$ cat src/rtl/arb_pkg.sv
// Package: shared types for the fixed-priority arbiter family.
// Assumes nothing; holds only the selector for the core structure.
package arb_pkg;

    // Selects which equivalent structure computes the grant.
    typedef enum logic [1:0] {
        ARB_CHAIN = 2'd0,
        ARB_ADDER = 2'd1,
        ARB_TREE  = 2'd2
    } arb_form_e;

endpackage

$ cat src/rtl/prio_chain_core.sv
// Module: prio_chain_core
// Computes each grant bit in parallel as its request ANDed with the
// inverse of every lower-indexed request. Assumes N >= 2.
module prio_chain_core #(
    parameter int N = 8
) (
    input  logic [N-1:0] req,
    output logic [N-1:0] grant
);

    // One masking term per position; bit 0 passes its request straight through.
    for (genvar i = 0; i < N; i++) begin : g_bit
        if (i == 0) begin : g_top
            assign grant[i] = req[i];
        end else begin : g_rest
            assign grant[i] = req[i] & ~(|req[i-1:0]);
        end
    end

endmodule

$ cat src/rtl/prio_adder_core.sv
// Module: prio_adder_core
// Isolates the lowest set request bit by adding one to the inverted
// request vector and ANDing the sum with the requests. The carry out
// is dropped, so an all-zero request vector gives an all-zero grant.
// Assumes N >= 2.
module prio_adder_core #(
    parameter int N = 8
) (
    input  logic [N-1:0] req,
    output logic [N-1:0] grant
);

    logic [N-1:0] inc_sum;

    // Increment of the inverted requests, truncated to N bits.
    assign inc_sum = (~req) + {{(N-1){1'b0}}, 1'b1};

    // Keep only the bit where the carry stopped.
    assign grant = req & inc_sum;

endmodule

$ cat src/rtl/prio_tree_core.sv
// Module: prio_tree_core
// Binary tree of two-input max nodes over one-bit request values. Each
// node forwards the larger value and the index of its owner. On a tie it
// keeps the lower-indexed child, which yields fixed priority and index
// zero when idle. Missing leaves (N not a power of two) are zero-valued.
// Assumes N >= 2.
module prio_tree_core #(
    parameter int N     = 8,
    parameter int IDX_W = (N > 1) ? $clog2(N) : 1
) (
    input  logic [N-1:0]     req,
    output logic             win_val,
    output logic [IDX_W-1:0] win_idx
);

    localparam int LVLS  = $clog2(N);
    localparam int LEAFS = 1 << LVLS;
    localparam int NODES = 2 * LEAFS - 1;

    // Heap layout: node 0 is the root; the children of n are 2n+1 (lower) and 2n+2.
    logic [NODES-1:0] node_val;
    logic [IDX_W-1:0] node_idx [NODES];

    // Leaves: real requests first, then zero padding.
    for (genvar j = 0; j < LEAFS; j++) begin : g_leaf
        if (j < N) begin : g_real
            assign node_val[LEAFS-1+j] = req[j];
        end else begin : g_pad
            assign node_val[LEAFS-1+j] = 1'b0;
        end
        assign node_idx[LEAFS-1+j] = IDX_W'(j);
    end

    // Internal max nodes; a tie keeps the lower-indexed child.
    for (genvar n = 0; n < LEAFS - 1; n++) begin : g_node
        logic take_lo;
        assign take_lo     = node_val[2*n+1] | ~node_val[2*n+2];
        assign node_val[n] = take_lo ? node_val[2*n+1] : node_val[2*n+2];
        assign node_idx[n] = take_lo ? node_idx[2*n+1] : node_idx[2*n+2];
    end

    assign win_val = node_val[0];
    assign win_idx = node_idx[0];

endmodule

$ cat src/rtl/onehot_to_index.sv
// Module: onehot_to_index
// Encodes a one-hot or all-zero vector into a binary index. Assumes at
// most one bit is set; an all-zero vector gives zero.
module onehot_to_index #(
    parameter int N     = 8,
    parameter int IDX_W = (N > 1) ? $clog2(N) : 1
) (
    input  logic [N-1:0]     vec,
    output logic [IDX_W-1:0] idx
);

    // OR together the positions of all set bits.
    always_comb begin
        idx = '0;
        for (int i = 0; i < N; i++) begin
            if (vec[i]) idx = idx | IDX_W'(i);
        end
    end

endmodule

$ cat src/rtl/fixed_prio_arb.sv
// Module: fixed_prio_arb
// Combinational N-input fixed-priority arbiter. Request 0 has the highest
// priority. FORM picks the core structure; all forms agree on every output.
// Assumes N >= 2 and a settled request vector; holds no state.
module fixed_prio_arb
    import arb_pkg::*;
#(
    parameter int        N    = 8,
    parameter arb_form_e FORM = ARB_CHAIN,
    localparam int       IDX_W = (N > 1) ? $clog2(N) : 1
) (
    input  logic [N-1:0]     req,
    output logic [N-1:0]     grant,
    output logic             any_grant,
    output logic [IDX_W-1:0] grant_idx
);

    if (FORM == ARB_TREE) begin : g_tree
        logic             t_val;
        logic [IDX_W-1:0] t_idx;

        // Tree gives value and index; the grant is decoded from the index.
        prio_tree_core #(.N(N), .IDX_W(IDX_W)) u_core (
            .req     (req),
            .win_val (t_val),
            .win_idx (t_idx)
        );

        assign grant     = t_val ? (N'(1) << t_idx) : '0;
        assign any_grant = t_val;
        assign grant_idx = t_idx;
    end else begin : g_flat
        logic [N-1:0] g_vec;

        // Flat forms give the one-hot grant; the index is encoded from it.
        if (FORM == ARB_ADDER) begin : g_adder
            prio_adder_core #(.N(N)) u_core (
                .req   (req),
                .grant (g_vec)
            );
        end else begin : g_chain
            prio_chain_core #(.N(N)) u_core (
                .req   (req),
                .grant (g_vec)
            );
        end

        onehot_to_index #(.N(N), .IDX_W(IDX_W)) u_enc (
            .vec (g_vec),
            .idx (grant_idx)
        );

        assign grant     = g_vec;
        assign any_grant = |g_vec;
    end

endmodule

$ cat config.mk
export PLATFORM = sky130hd
export DESIGN_NAME = fixed_prio_arb
export DESIGN_NICKNAME = d
export VERILOG_FILES = /design/src/rtl/arb_pkg.sv /design/src/rtl/prio_chain_core.sv /design/src/rtl/prio_adder_core.sv /design/src/rtl/prio_tree_core.sv /design/src/rtl/onehot_to_index.sv /design/src/rtl/fixed_prio_arb.sv
export SDC_FILE = /design/constraint.sdc
export NUM_CORES = 1
export LEC_CHECK = 0
export BUFFER_PORTS_ARGS = -buffer_cell sky130_fd_sc_hd__buf_2
export CORE_AREA = 2 2 39 41
export DETAILED_ROUTE_END_ITERATION = 10
export DIE_AREA = 0 0 41 43
export RECOVER_POWER = 100
export SYNTH_ARGS = -nofsm -noshare
export SYNTH_HDL_FRONTEND = slang
export SYNTH_HIERARCHICAL = 1
export SYNTH_SLANG_ARGS = --single-unit
$ cat constraint.sdc
create_clock -name vclk -period 1.1
set_input_delay 0.165 -clock vclk [all_inputs]
set_output_delay 0.165 -clock vclk [all_outputs]
set_load 0.1 [all_outputs]
# [Word level (Yosys, flattened, before mapping)]
# Cells that the tools add are included.
[totals] reg_bits=0 wordCells=28 inputBits=8
[op_classes] n_reduce_logical=7 bitwise=14 mux=7
[op_table] op="3-bit two-way mux" count=4
[op_table] op="8-bit OR reduction" count=1
[op_table] op="1-bit AND" count=7
[op_table] op="1-bit inverter" count=7
[op_table] op="7-bit OR reduction" count=1
[op_table] op="6-bit OR reduction" count=1
[op_table] op="5-bit OR reduction" count=1
[op_table] op="2-bit two-way mux" count=2
[op_table] op="4-bit OR reduction" count=1
[op_table] op="3-bit OR reduction" count=1
[op_table] op="2-bit OR reduction" count=1
[op_table] op="1-bit two-way mux" count=1

# [Longest topological paths before layout]
# Gate-level depths: netlist (run 1).
[depth] depth_word=9 mapped_depth=4

# [Cells and area by module]
# Netlist (run 1), hierarchy kept.
[modules_own_cells] module="prio_chain_core" seq_area_each_um2=0.0 n_inst=1 cells_each=10 area_each_um2=80.1
[modules_own_cells] module="onehot_to_index" seq_area_each_um2=0.0 n_inst=1 cells_each=3 area_each_um2=22.5
[modules_own_cells] module="fixed_prio_arb" seq_area_each_um2=0.0 n_inst=1 cells_each=3 area_each_um2=16.3

# [Worst setup path after synthesis (run 1)]
# No wires, ideal clock.
[synth_timing] path_type="input to output" startpoint="in req[2]" endpoint="out grant_idx[0]" slack_ns=-3.598 t_arrival_ns=4.533 cell_stages=2 cell_sequence="nor4b_1 > or4_1"
[synth_via] elab_chain_cells=8
[synth_rtl] element="start: declaration" line="fixed_prio_arb.sv:12" source="input logic [N-1:0] req,"
[synth_rtl] element="3-bit OR reduction" line="prio_chain_core.sv:16" source="assign grant[i] = req[i] & ~(|req[i-1:0]);"
[synth_rtl] element="1-bit inverter" line="prio_chain_core.sv:16"
[synth_rtl] element="1-bit AND" line="prio_chain_core.sv:16"
[synth_rtl] element="2-bit two-way mux" line="onehot_to_index.sv:16" source="if (vec[i]) idx = idx | IDX_W'(i);"
[synth_rtl] element="3-bit two-way mux (3 in series)" line="onehot_to_index.sv:16"
[synth_rtl] element="3-bit two-way mux (*)" line="onehot_to_index.sv:16"
[synth_rtl] element="end: declaration" line="fixed_prio_arb.sv:15" source="output logic [IDX_W-1:0] grant_idx"
# Every way passes the cells marked *; elsewhere a longest branch is shown, timed or not.

# [Worst setup path after layout (run 1)]
[layout_timing] startpoint="in req[3]" endpoint="out grant_idx[0]"
[layout_via] elab_chain_cells=6
[layout_rtl] element="1-bit AND / 5-bit OR reduction (equally long branches)" line="prio_chain_core.sv:16"
[layout_rtl] element="2-bit two-way mux / 1-bit inverter (equally long branches)" line="onehot_to_index.sv:16, prio_chain_core.sv:16"
[layout_rtl] element="3-bit two-way mux / 1-bit AND (equally long branches)" line="onehot_to_index.sv:16, prio_chain_core.sv:16"
[layout_rtl] element="3-bit two-way mux (2 in series)" line="onehot_to_index.sv:16"
[layout_rtl] element="3-bit two-way mux (*)" line="onehot_to_index.sv:16"
# Marks and branches as above.

==> flow_summary.ini, run 1 <==
[final_layout]
fill_cells = 117
drive_gt1_frac = 1.00
fin_util = 0.498
multi_input_area_um2 = 209
area_growth_pct = 480
final-seq-area_um2 = 0
n_antenna_cell = 0
n_clock_buffer = 0
final_area_um2 = 689
seq_cells = 0
fin_nets = 60

[grt]
grt_overflow = 0
grt_max_degree = 6
grt_use_total = 0.104
grt_pass1_wl_mm = 1.33
grt_pass1_vias = 294
grt_antenna_before_repair = 0

[drt]
wl_per_cell_um = 13.0
vias = 278
wirelength_um = 857
drt_iter0_drc = 0
final_antenna_net_count = 0
dr.pass1.iters = 1
drc = 0
avgViaCountPerCell = 4.21

[die]
start_util = 0.0859
die_w_um = 41
die_area_um2 = 1760
die_height_um = 43
core_area_um2 = 1380
io_pins = 20
num_rows = 14

[power_and_ir_drop]
p_total_mw = 0.337
switching_share = 0.561
pwr-share-seq = 0
p_int_mw = 0.148
power_switching_mw = 0.189
p_per_area_nw_per_um2 = 489
clkPwrFrac = 0
max-vdd-ir-drop_uv = 216
leakage_nw = 0.303
power_frac_comb = 1.000

[setup_path]
crit_start = req[3]
worstPathMaxFanout = 5
arrival_ns = 1.27
critical_path_class = in -> out
critPathRequiredTime_ns = 0.94
crit_end = grant_idx[0]
end_kind = output port
worstSetupStartpointType = input port

[logic_synthesis]
yosys_warnings = 6
synth_fp_nets = 24
synth-seq-area-share = 0
syn-cell-area_um2 = 119
syn_inst = 16
syn_avg_cell_area_um2 = 7.43
ys_types = 13

[placed_design]
io_buffers = 20
place.gp.congestion = 0.770
placed_area_um2 = 582
pre_cts_slack_ns = -0.374

[timing]
fmax_mhz = 695
slew_headroom = 0.773
rsz0062_at_grt = yes
worst_slack_ns = -0.339
hold_viol_final = 0
slew_violations = 0
worst_pin_slew_ns = 0.338
min_period_over_period = 1.31
setup_violations = 9
finalWorstPathRequiredPeriod_ns = 1.44

[clock_tree]
hold_buffers = 0

[min_path]
min_path_type = in -> out
hold_start = req[4]

[run_status]
violations = setup timing
status = finished with violations

[flow_run]
max_cap_viol_count = 0
[cell usage in the layout, fill, tap and decap left out, drive strengths merged]
master	n
or4	3
nor4b	1
nor2	1
nor4	3
and4b	1
and2	1
buf	34
clkbuf	1
nor2b	1
nor3b	1
and3	1
and3b	1
nand2	1
[stage by stage]
| stage | setup TNS [ns] | hold slack, ns | cells |
|---|---|---|---|
| 5_1_grt | -2.87 | 0.839 | 66 |
| 3_3_place_gp | -2.54 | 0.842 | 63 |
| 3_5_place_dp | -2.77 | 0.851 | 63 |
| 6_report | -2.41 | 0.828 | 66 |
| 4_1_cts | -2.37 | 0.815 | 64 |
| 2_1_floorplan | -3.72 | 0.435 | 16 |
[routing by layer]
metal  track usage  vias to the layer above  wire (um)
met5             0                        -          0
met1         0.161                      121        389
li1              -                      135          -
met4       0.00667                        0          0
met2         0.150                       22        369
met3        0.0209                        0         99
[area by class of cell]
| type | instances | area share |
|---|---|---|
| multi-input cells | 15 | 0.303 |
| repair buffers | 35 | 0.668 |
| well taps | 16 | 0.0290 |
[worst min path at each step]
stage	slack (ns)	depth (start not counted)	to
floorplan	0.43	1	grant[1]
global placement	0.84	4	grant[4]
detailed placement	0.85	4	grant[4]
CTS	0.82	4	grant[4]
global route	0.84	4	grant[4]
finish	0.83	4	grant[4]
[Yosys cell counts, drive strengths merged]
master  number  area share
nor4         3        0.21
or4          3        0.19
and2         1       0.053
and3         1       0.063
and3b        1       0.084
and4b        1       0.084
buf          1       0.063
nand2        1       0.032
nor2         1       0.032
nor2b        1       0.053
nor3b        1       0.063
nor4b        1       0.074
[critical path, stage by stage]
cell     delay, ns
buf_8         0.10
nor4_4        0.34
and4b_4       0.34
or4_4         0.16
buf_12        0.16
[power groups by stage]
stage | Clock, mW | Sequential [mW] | Combinational (mW)
2_1_floorplan | 0 | 0 | 0.170
3_3_place_gp | 0 | 0 | 0.299
3_5_place_dp | 0 | 0 | 0.302
4_1_cts | 0 | 0 | 0.327
5_1_grt | 0 | 0 | 0.349
6_report | 0 | 0 | 0.337
[logic make-up after synthesis]
kind of cell  after synthesis  synth area share
buf+inv                     1            0.0632
simple gates               15             0.937
[repair_timing]
item,in CTS,in global routing
resized for setup,17,8
endpoints found under the setup margin,10,10
endpoints found under the hold margin,0,0
setup buffers,1,3
pin swaps,7,5
Power figures use the tool's default switching activity.
==> run 2, diff against run 1 <==
Settings changed: REMOVE_ABC_BUFFERS set to 1.
==> run 2 against run 1 <==
- routed wire length is 7.6% lower
- flip-flop and latch count stayed put
- the run still ends with setup timing left
- cell count is 3.0% lower
- sequential share of layout area stayed put
- worst setup slack worse by 0.041 ns
- critical endpoint unchanged
- die area stayed put
- maximum frequency is 2.8% lower
- first-iteration DRC count is 3 higher
==> flow_summary.ini, run 2 (same netlist as run 1, synthesis figures left out) <==
[run_status]
status = finished with violations
violations = setup timing

[grt]
grt_use_total = 0.0919
grt_max_degree = 6
grt_pass1_vias = 290
grt_pass1_wl_mm = 1.24
grt_antenna_before_repair = 0
grt_overflow = 0

[final_layout]
final-seq-area_um2 = 0
fin_nets = 58
fill_cells = 134
mostFrequentLayoutCells = buf_12 (11), buf_4 (8), buf_6 (7)
multi_input_area_um2 = 168
seq_cells = 0
final_common_cell = buf_12
n_clock_buffer = 0
n_antenna_cell = 0
drive_gt1_frac = 0.917
area_growth_pct = 417

[setup_path]
crit_start = req[0]
end_kind = output port
arrival_ns = 1.32
critical_path_class = in -> out
critPathRequiredTime_ns = 0.94
worstPathMaxFanout = 5
crit_end = grant_idx[0]
worstSetupStartpointType = input port

[drt]
drc = 0
final_antenna_net_count = 0
vias = 272
wl_met3_um = 91
drt_iter0_drc = 3
wl_met2_um = 406
avgViaCountPerCell = 4.25
dr.pass1.iters = 4
met1_length_um = 293
wl_per_cell_um = 12.4
routed.top_layer = met3
wirelength_um = 792

[min_path]
min_path_type = in -> out

[timing]
fmax_mhz = 675
min_period_over_period = 1.35
worst_pin_slew_ns = 0.302
worst_slack_ns = -0.381
slew_headroom = 0.800
setup_tns_ns = -2.57
slew_violations = 0
hold_viol_final = 0
finalWorstPathRequiredPeriod_ns = 1.48
rsz0062_at_grt = yes
setup_violations = 10

[die]
die_w_um = 41
die_height_um = 43
core_area_um2 = 1380
start_util = 0.0859
num_rows = 14
io_pins = 20
die_area_um2 = 1760

[power_and_ir_drop]
power_frac_comb = 1.000
clkPwrFrac = 0
p_per_area_nw_per_um2 = 501
p_total_mw = 0.308
max-vdd-ir-drop_uv = 185
switching_share = 0.576
power_switching_mw = 0.178
p_int_mw = 0.130
pwr-share-seq = 0
leakage_nw = 0.280

[placed_design]
hpwl_um = 511
place.gp.congestion = 0.642
io_buffers = 20

[flow_run]
max_cap_viol_count = 0
run 2: cell type report:
cell class	instances	area share
multi-input cells	15	0.273
well taps	16	0.0326
repair buffers	33	0.695
run 2: timing repair:
action	CTS	global route
endpoints found under the setup margin	10	10
hold buffers	0	0
pin swaps	5	6
setup buffers	1	3
resized for setup	21	6
run 2: routing by layer:
metal,GRT usage,vias to the layer above
li1,-,133
met1,0.123,119
met2,0.159,20
met3,0.0105,0
met4,0,0
met5,0,-
run 2: worst min-delay path by stage:
stage,start,endpoint,slack [ns],depth (start not counted)
3_3_place_gp,req[0],grant[0],0.73,3
5_1_grt,req[0],grant[0],0.84,3
4_1_cts,req[0],grant[0],0.69,3
6_report,req[0],grant[0],0.83,3
3_5_place_dp,req[0],grant[0],0.73,3
2_1_floorplan,req[0],grant[0],0.33,0
run 2: worst max-delay path: stages:
cell and delay (ns):
buf_8 0.09, nor4_4 0.05, and4b_2 0.26, or4_4 0.56
buf_12 0.18
run 2: power groups by stage:
stage / registers [mW] / logic, mW / clock network [mW]
after floorplan: 0 / 0.132 / 0
final: 0 / 0.308 / 0
after global placement: 0 / 0.263 / 0
after detailed placement: 0 / 0.264 / 0
after CTS: 0 / 0.298 / 0
after global routing: 0 / 0.319 / 0
run 2: through the flow:
stage / util / cells / hold WS (ns) / instance area (um^2) / setup WS [ns]
floorplan: - / 15 / 0.330 / 111 / -3.60
global placement: 0.352 / 61 / 0.726 / 487 / -0.401
detailed placement: 0.352 / 61 / 0.734 / 487 / -0.429
CTS: 0.420 / 62 / 0.691 / 582 / -0.346
global route: 0.444 / 64 / 0.837 / 614 / -0.423
finish: 0.444 / 64 / 0.827 / 614 / -0.381
==> run 3, diff against run 2 <==
Clock period 1.1 ns to 1.63 ns, I/O delays scaled along.
==> run 3 against run 2 <==
- worst setup slack better by 0.37 ns
- the run still ends with setup timing left
- cell count down 7.8%
- non-clock buffer count down 5
- design area down 17%
- die area unchanged
- critical path depth unchanged
- highest routed layer unchanged
==> flow_summary.ini, run 3 (same netlist as run 1, synthesis figures left out) <==
[final_layout]
area_growth_pct = 329
fin_util = 0.369
final_common_cell = buf_12
final-seq-area_um2 = 0
seq_cells = 0
fill_cells = 128
n_clock_buffer = 0
mostFrequentLayoutCells = buf_12 (10), buf_4 (8), buf_2 (4)
n_antenna_cell = 0
final_area_um2 = 510
multi_input_area_um2 = 153
drive_gt1_frac = 0.860
fin_nets = 53

[power_and_ir_drop]
switching_share = 0.623
clkPwrFrac = 0
max-vdd-ir-drop_uv = 124
p_int_mw = 0.0693
pwr-share-seq = 0
power_frac_comb = 1.000
power_switching_mw = 0.115
p_per_area_nw_per_um2 = 360
leakage_nw = 0.230

[setup_path]
end_kind = output port
worstSetupStartpointType = input port
critPathRequiredTime_ns = 1.39
critPathSlowestCell = or4_4
cp_cell_sequence = buf_2 > nor2_2 > and4b_2 > or4_4 > buf_12
worstPathMaxFanout = 5
arrival_ns = 1.39
max_stage_delay_ns = 0.55
critical_path_class = in -> out

[drt]
final_antenna_net_count = 0
vias = 244
drt_iter0_drc = 1
drc = 0
wirelength_um = 695
wl_per_cell_um = 11.8
dr.pass1.iters = 2
avgViaCountPerCell = 4.14

[timing]
worst_slack_ns = -0.00682
slew_violations = 0
min_period_over_period = 1.00
slew_headroom = 0.642
fmax_mhz = 611
finalWorstPathRequiredPeriod_ns = 1.64
worst_pin_slew_ns = 0.540
setup_violations = 1
hold_viol_final = 0
rsz0062_at_grt = yes
whs_ns = 0.877

[min_path]
min_path_type = in -> out

[die]
num_rows = 14
die_area_um2 = 1760
die_w_um = 41
die_height_um = 43
start_util = 0.0859
io_pins = 20
core_area_um2 = 1380

[grt]
grt_overflow = 0
grt_pass1_wl_mm = 1.02
grt_pass1_vias = 237
grt_max_degree = 6
grt_antenna_before_repair = 0
grt_use_total = 0.0789

[placed_design]
placed_area_um2 = 434
io_buffers = 20
place.gp.congestion = 0.632
pre_cts_slack_ns = -0.0735

[run_status]
status = finished with violations
violations = setup timing

[clock_tree]
hold_buffers = 0

[flow_run]
max_cap_viol_count = 0
## run 3: what timing repair did
item                                    4_1_cts  5_1_grt
buffers inserted                              0        1
resized for setup                             8       10
pin swaps                                     4        7
endpoints found under the setup margin        5        5
## run 3: path summary, 6_finish.rpt
path | to | cells after the start | slack, ns | start
min | grant[0] | 2 | 0.88 | req[0]
max | grant_idx[2] | 5 | -0.007 | req[5]
## run 3: cell type report
cell class | instances | share of cell area
multi-input combinational | 15 | 0.299
timing repair buffer | 28 | 0.662
tap | 16 | 0.0392
## run 3: per-layer routing
layer  vias to the layer above  part of all wire  routed length (um)  GRT usage
met3                         0              0.12                  86     0.0105
li1                        122                 -                   -          -
met4                         0                 0                   0          0
met5                         -                 0                   0          0
met2                        20              0.40                 276      0.113
met1                       102              0.48                 333      0.130
## run 3: worst max-delay path, delay by kind of cell
kind,cells,cell delay (ns)
buffers and inverters,2,0.28
and+or+nand+nor,3,0.87
## run 3: metrics by stage
stage / TNS [ns] / power [mW] / std cells
5_1_grt: -0.116 / 0.191 / 59
4_1_cts: -0.0148 / 0.173 / 58
3_5_place_dp: -0.276 / 0.164 / 58
6_report: -0.00682 / 0.184 / 59
3_3_place_gp: -0.0967 / 0.163 / 58
2_1_floorplan: -14.09 / 0.0888 / 15
## run 3: power groups by stage
stage               clock, mW  sequential (mW)  combinational (mW)
floorplan                   0                0              0.0888
global placement            0                0               0.163
detailed placement          0                0               0.164
CTS                         0                0               0.173
global route                0                0               0.191
finish                      0                0               0.184
